$ cat config.mk
export PLATFORM = sky130hd
export DESIGN_NAME = i2c_cfg_replay
export DESIGN_NICKNAME = d
export VERILOG_FILES = /design/src/rtl/i2c_cfg_replay.sv
export SDC_FILE = /design/constraint.sdc
export NUM_CORES = 1
export LEC_CHECK = 0
export CAP_MARGIN = 10
export CORE_UTILIZATION = 46
export DETAILED_ROUTE_END_ITERATION = 6
export PLACE_DENSITY = 0.72
export SETUP_SLACK_MARGIN = 0.15
export SYNTH_ARGS = -nofsm -noshare
export SYNTH_HDL_FRONTEND = slang
export SYNTH_SLANG_ARGS = --single-unit
$ cat constraint.sdc
create_clock -name clk -period 14.42 [get_ports clk]
set_input_delay 4.326 -clock clk [delete_from_list [all_inputs] [get_ports clk]]
set_output_delay 4.326 -clock clk [all_outputs]
set_load 0.005 [all_outputs]
$ cat src/rtl/i2c_cfg_replay.sv
module i2c_cfg_replay #(
  parameter int DEPTH = 8,
  parameter int NUM_TGT = 2,
  parameter logic [NUM_TGT*7-1:0] TGT_ADDRS = {7'h5A, 7'h48},
  localparam int CW = $clog2(DEPTH + 1),
  localparam int AW = (DEPTH > 1) ? $clog2(DEPTH) : 1,
  localparam int TW = (NUM_TGT > 1) ? $clog2(NUM_TGT) : 1
) (
  input  logic          clk,
  input  logic          rst_n,
  input  logic          clear,
  input  logic          s_byte_valid,
  input  logic [7:0]    s_byte,
  input  logic          s_stop,
  input  logic          replay_start,
  output logic          m_req,
  output logic          m_start,
  output logic          m_stop,
  output logic [7:0]    m_byte,
  input  logic          m_done,
  input  logic          m_nack,
  output logic [CW-1:0] count,
  output logic          busy,
  output logic          done,
  output logic          nack_err,
  output logic          overflow
);
  logic [31:0]   mem [DEPTH];
  logic [1:0]    bc;
  logic [23:0]   acc;
  logic [TW-1:0] tgt;
  logic [CW-1:0] ent;
  logic [2:0]    bi;
  logic [31:0]   word;

  wire idle_cmd = !busy && !clear;
  wire quad_end = idle_cmd && !s_stop && s_byte_valid && bc == 2'd3;
  wire wr_en    = quad_end && count < CW'(DEPTH);
  wire last_ent = CW'(ent + 1'b1) == count;
  wire last_tgt = int'(tgt) == NUM_TGT - 1;

  assign word    = mem[ent[AW-1:0]];
  assign m_req   = busy;
  assign m_start = bi == 3'd0;
  assign m_stop  = bi == 3'd4;

  always_comb
    case (bi)
      3'd0:    m_byte = {TGT_ADDRS[int'(tgt)*7 +: 7], 1'b0};
      3'd1:    m_byte = word[31:24];
      3'd2:    m_byte = word[23:16];
      3'd3:    m_byte = word[15:8];
      default: m_byte = word[7:0];
    endcase

  always_ff @(posedge clk)
    if (wr_en) mem[count[AW-1:0]] <= {acc, s_byte};

  always_ff @(posedge clk) begin
    if (!rst_n) begin
      count <= '0; bc <= '0; acc <= '0; overflow <= 1'b0;
      busy <= 1'b0; done <= 1'b0; nack_err <= 1'b0;
      tgt <= '0; ent <= '0; bi <= '0;
    end else if (!busy) begin
      if (clear) begin
        count <= '0; bc <= '0; overflow <= 1'b0;
        done <= 1'b0; nack_err <= 1'b0;
      end else begin
        if (s_stop) bc <= '0;
        else if (s_byte_valid) begin
          if (bc == 2'd3) begin
            bc <= '0;
            if (wr_en) count <= count + 1'b1;
            else overflow <= 1'b1;
          end else begin
            acc <= {acc[15:0], s_byte};
            bc  <= bc + 1'b1;
          end
        end
        if (replay_start) begin
          done <= 1'b0; nack_err <= 1'b0;
          tgt <= '0; ent <= '0; bi <= '0;
          if (count == '0) done <= 1'b1;
          else busy <= 1'b1;
        end
      end
    end else if (m_done) begin
      if (m_nack) nack_err <= 1'b1;
      if (m_nack || (bi == 3'd4 && last_ent)) begin
        bi <= '0; ent <= '0;
        if (last_tgt) begin
          busy <= 1'b0; done <= 1'b1;
        end else tgt <= tgt + 1'b1;
      end else if (bi == 3'd4) begin
        bi <= '0; ent <= ent + 1'b1;
      end else bi <= bi + 1'b1;
    end
  end
endmodule

==> flow_metrics.env <==
export IMPL_synth_edff_count=256
export IMPL_yosysSeqAreaShare_pct=72.7
export IMPL_initial_utilization_pct=46.9
export IMPL_ys_ff_latch=301
export IMPL_insertion_delay_ns=0.56
export IMPL_drt_initial_drc_count=518
export IMPL_total_power_w=0.00176
export IMPL_synth_commonest_cells="edfxtp_1, nand2_1, mux4_2"
export IMPL_vias=6182
export IMPL_tightest_slew_ns=1.08
export IMPL_rsz0062_at_grt="false"
export IMPL_fin_worst_skew_ns=0.00781
export IMPL_synthFlopType="edfxtp_1"
export IMPL_htreeDepth=1
export IMPL_syn_num_nets=689
export IMPL_path_class="flop to output port"
export IMPL_drt_pre_antenna_iters=4
export IMPL_yosys_area_top_type="edfxtp_1"
export IMPL_routedWlPerCell_um=22.6
export IMPL_grt_overflow=0
export IMPL_cts_root_buffer_cell="clkbuf_16"
export IMPL_cp_slowest_stage_delay_ns=0.80
export IMPL_fmax_mhz=126
export IMPL_finalHoldViolations=0
export IMPL_dpl_cell_area_um2=12500
export IMPL_post_cts_buffers=0
export IMPL_fin_crit_ns=7.93
export IMPL_start_kind="flop"
export IMPL_maxSlewViolCount=0
export IMPL_n_antenna_cell=0
export IMPL_drv_cap=0
export IMPL_syn_avg_cell_area_um2=17.8
export IMPL_cts_buffers=29
export IMPL_cp_slowest_cell="buf_4"
export IMPL_ant_nets=0
export IMPL_timing_final_crit_share_pct=55.0
export IMPL_synth_most_common_cell="edfxtp_1"
export IMPL_area_growth_pct=14.6
export IMPL_fill_cells=1920
export IMPL_synthTopCellsByArea="edfxtp_1, mux4_2, dfxtp_1, nand2_1, a21oi_1"
export IMPL_pin_count=35
export IMPL_grt_pass1_vias=6474
export IMPL_relSlewSlack_pct=27.7
export IMPL_place_gp_congestion=0.819
export IMPL_fin_tns_setup_ns=0
export IMPL_grt_pass1_wl_mm=36.9
export IMPL_final_cell_area_um2=13500
export IMPL_synth_async_reset_ratio_pct=0
export IMPL_grt_max_degree=65
export IMPL_synthesis_area_um2=11800
export IMPL_p_leak_nw=4.04
export IMPL_cts_hold_buf=0
export IMPL_min_path_type="flop to flop"
export IMPL_seq_area_um2=8590
export IMPL_arrival_ns=3.60
export IMPL_cts_buffer_depth=3
export IMPL_setup_ws_ns=6.49
export IMPL_cp_top_family="buffers and inverters"
export IMPL_critical_path_endpoint_type="output port"
export IMPL_status="completed"
export IMPL_io_buffers=34
export IMPL_dieHeight_um=162
export IMPL_cts_resized=0
export IMPL_die_w_um=162
export IMPL_p_per_area_nw_per_um2=130
export IMPL_crit_buf_inv=2
export IMPL_std_cell_rows=58
export IMPL_ys_types=54
export IMPL_syn_inst=664
export IMPL_cts_tree="yes"
export IMPL_drt_wl_total_mm=24.0
export IMPL_post_dp_hpwl_mm=12.9
export IMPL_grt_total_usage_pct=19.0
export IMPL_clock_sinks=301
export IMPL_antenna_found_initial=0
export IMPL_drive_above_1_share_pct=20.4
export IMPL_crit_fanout=47
export IMPL_route_detailed_drc=0
export IMPL_cp_required_ns=10.09
export IMPL_peakVddDrop_v=0.0000854
export IMPL_netlist_area_leader_share_pct=65.1
export IMPL_pre_cts_slack_ns=7.00
export IMPL_multiInputGateArea_um2=3020
export IMPL_core_um2=25200
export IMPL_path_cells="buf_4, mux4_2, a22o_1, nor2_1, a31oi_1, clkdlybuf4s50_1"
export IMPL_setup_viol=0
export IMPL_vias_per_cell=5.83
export IMPL_nNetsFinal=732
export IMPL_yosysWarnings=0
export IMPL_die_area_um2=26300
export IMPL_timing_hold_ws_ns=0.492
export IMPL_path_clk_slew_ns=0.06
-- power breakdown --
group          leakage, nW  switching, W  internal (W)
combinational        0.946     0.0000225     0.0000181
sequential            2.60    0.00000290      0.000937
clock                0.494      0.000310      0.000469
total                 4.04      0.000335       0.00142
-- layout make-up --
class,count,share of cell area [%]
clock buffers,40,6.04
flip-flops and latches,301,63.5
multi-input cells,316,22.3
repair buffers,50,3.40
well taps,330,3.05
clock inverters,14,1.41
inverters,9,0.250
-- metal layers --
metal	vias to the layer above	track usage [%]	wire, um
li1	2722	-	-
met5	-	0	0
met4	0	6.22	624
met3	43	3.70	1710
met1	3190	24.8	9750
met2	227	31.9	11900
-- placed cells by master (no fill, tap or decap), types with 2 or more instances in the layout --
master and instances:
a211oi_1 9, a21boi_0 2, a21oi_1 32, a22o_1 5, a22oi_1 13, a31oi_1 6
a41oi_1 3, and2_1 4, and3b_1 2, and4_1 3, buf_4 16, bufinv_16 4
clkbuf_1 6, clkbuf_16 29, clkbuf_8 5, clkdlybuf4s50_1 34, clkinv_2 7, clkinvlp_4 2
dfxtp_1 43, edfxtp_1 256, ha_1 9, inv_1 8, mux2_2 3, mux4_2 64
nand2_1 66, nand2b_1 7, nand3_1 10, nor2_1 13, nor2_4 5, nor2b_1 10
nor3_1 3, nor3_2 2, nor3b_2 2, o211ai_1 3, o21a_1 2, o21ai_0 7
o31ai_1 4, xnor2_1 3, xor2_1 3
-- worst register-to-register path, stage by stage (launching register included) --
cell and delay [ns]:
dfxtp_1 0.47, and4bb_2 0.41, and2_1 0.18, nand2_1 0.25
nor3_2 0.17, buf_4 0.53
-- cell families after synthesis --
logic type / count (synthesis) / share of synthesized area [%]
multiplexers: 67 / 12.5
AND/OR/NAND/NOR: 139 / 5.83
XOR/XNOR: 7 / 0.636
adder cells (fa/ha/maj): 9 / 0.954
AO/OA/AOI/OAI: 94 / 5.27
flip-flops: 301 / 72.7
buffers and inverters: 47 / 2.09
-- through the flow --
step	utilization, %	std cells
after floorplan	-	664
after CTS	53.7	1060
final	53.7	1060
after global placement	49.7	1006
after global routing	53.7	1060
after detailed placement	49.7	1006
-- registers in the layout, summed over array words and instances, names as in the netlist, named ones only --
name / flops
busy: 1
mem: 256
acc: 24
ent: 4
done: 1
bc: 2
nack_err: 1
bi: 3
overflow: 1
last_tgt: 1
count: 4
-- worst paths after layout --
check,start,end,slack (ns),cells after the start
worst min register to register,nack_err,nack_err,0.49,2
worst max-delay path,flop,m_byte[3],6.49,6
worst max register to register,busy,mem[0][6],12.03,5
worst min-delay path,nack_err,nack_err,0.49,2
Note: power is estimated with default switching activity, not from simulation.
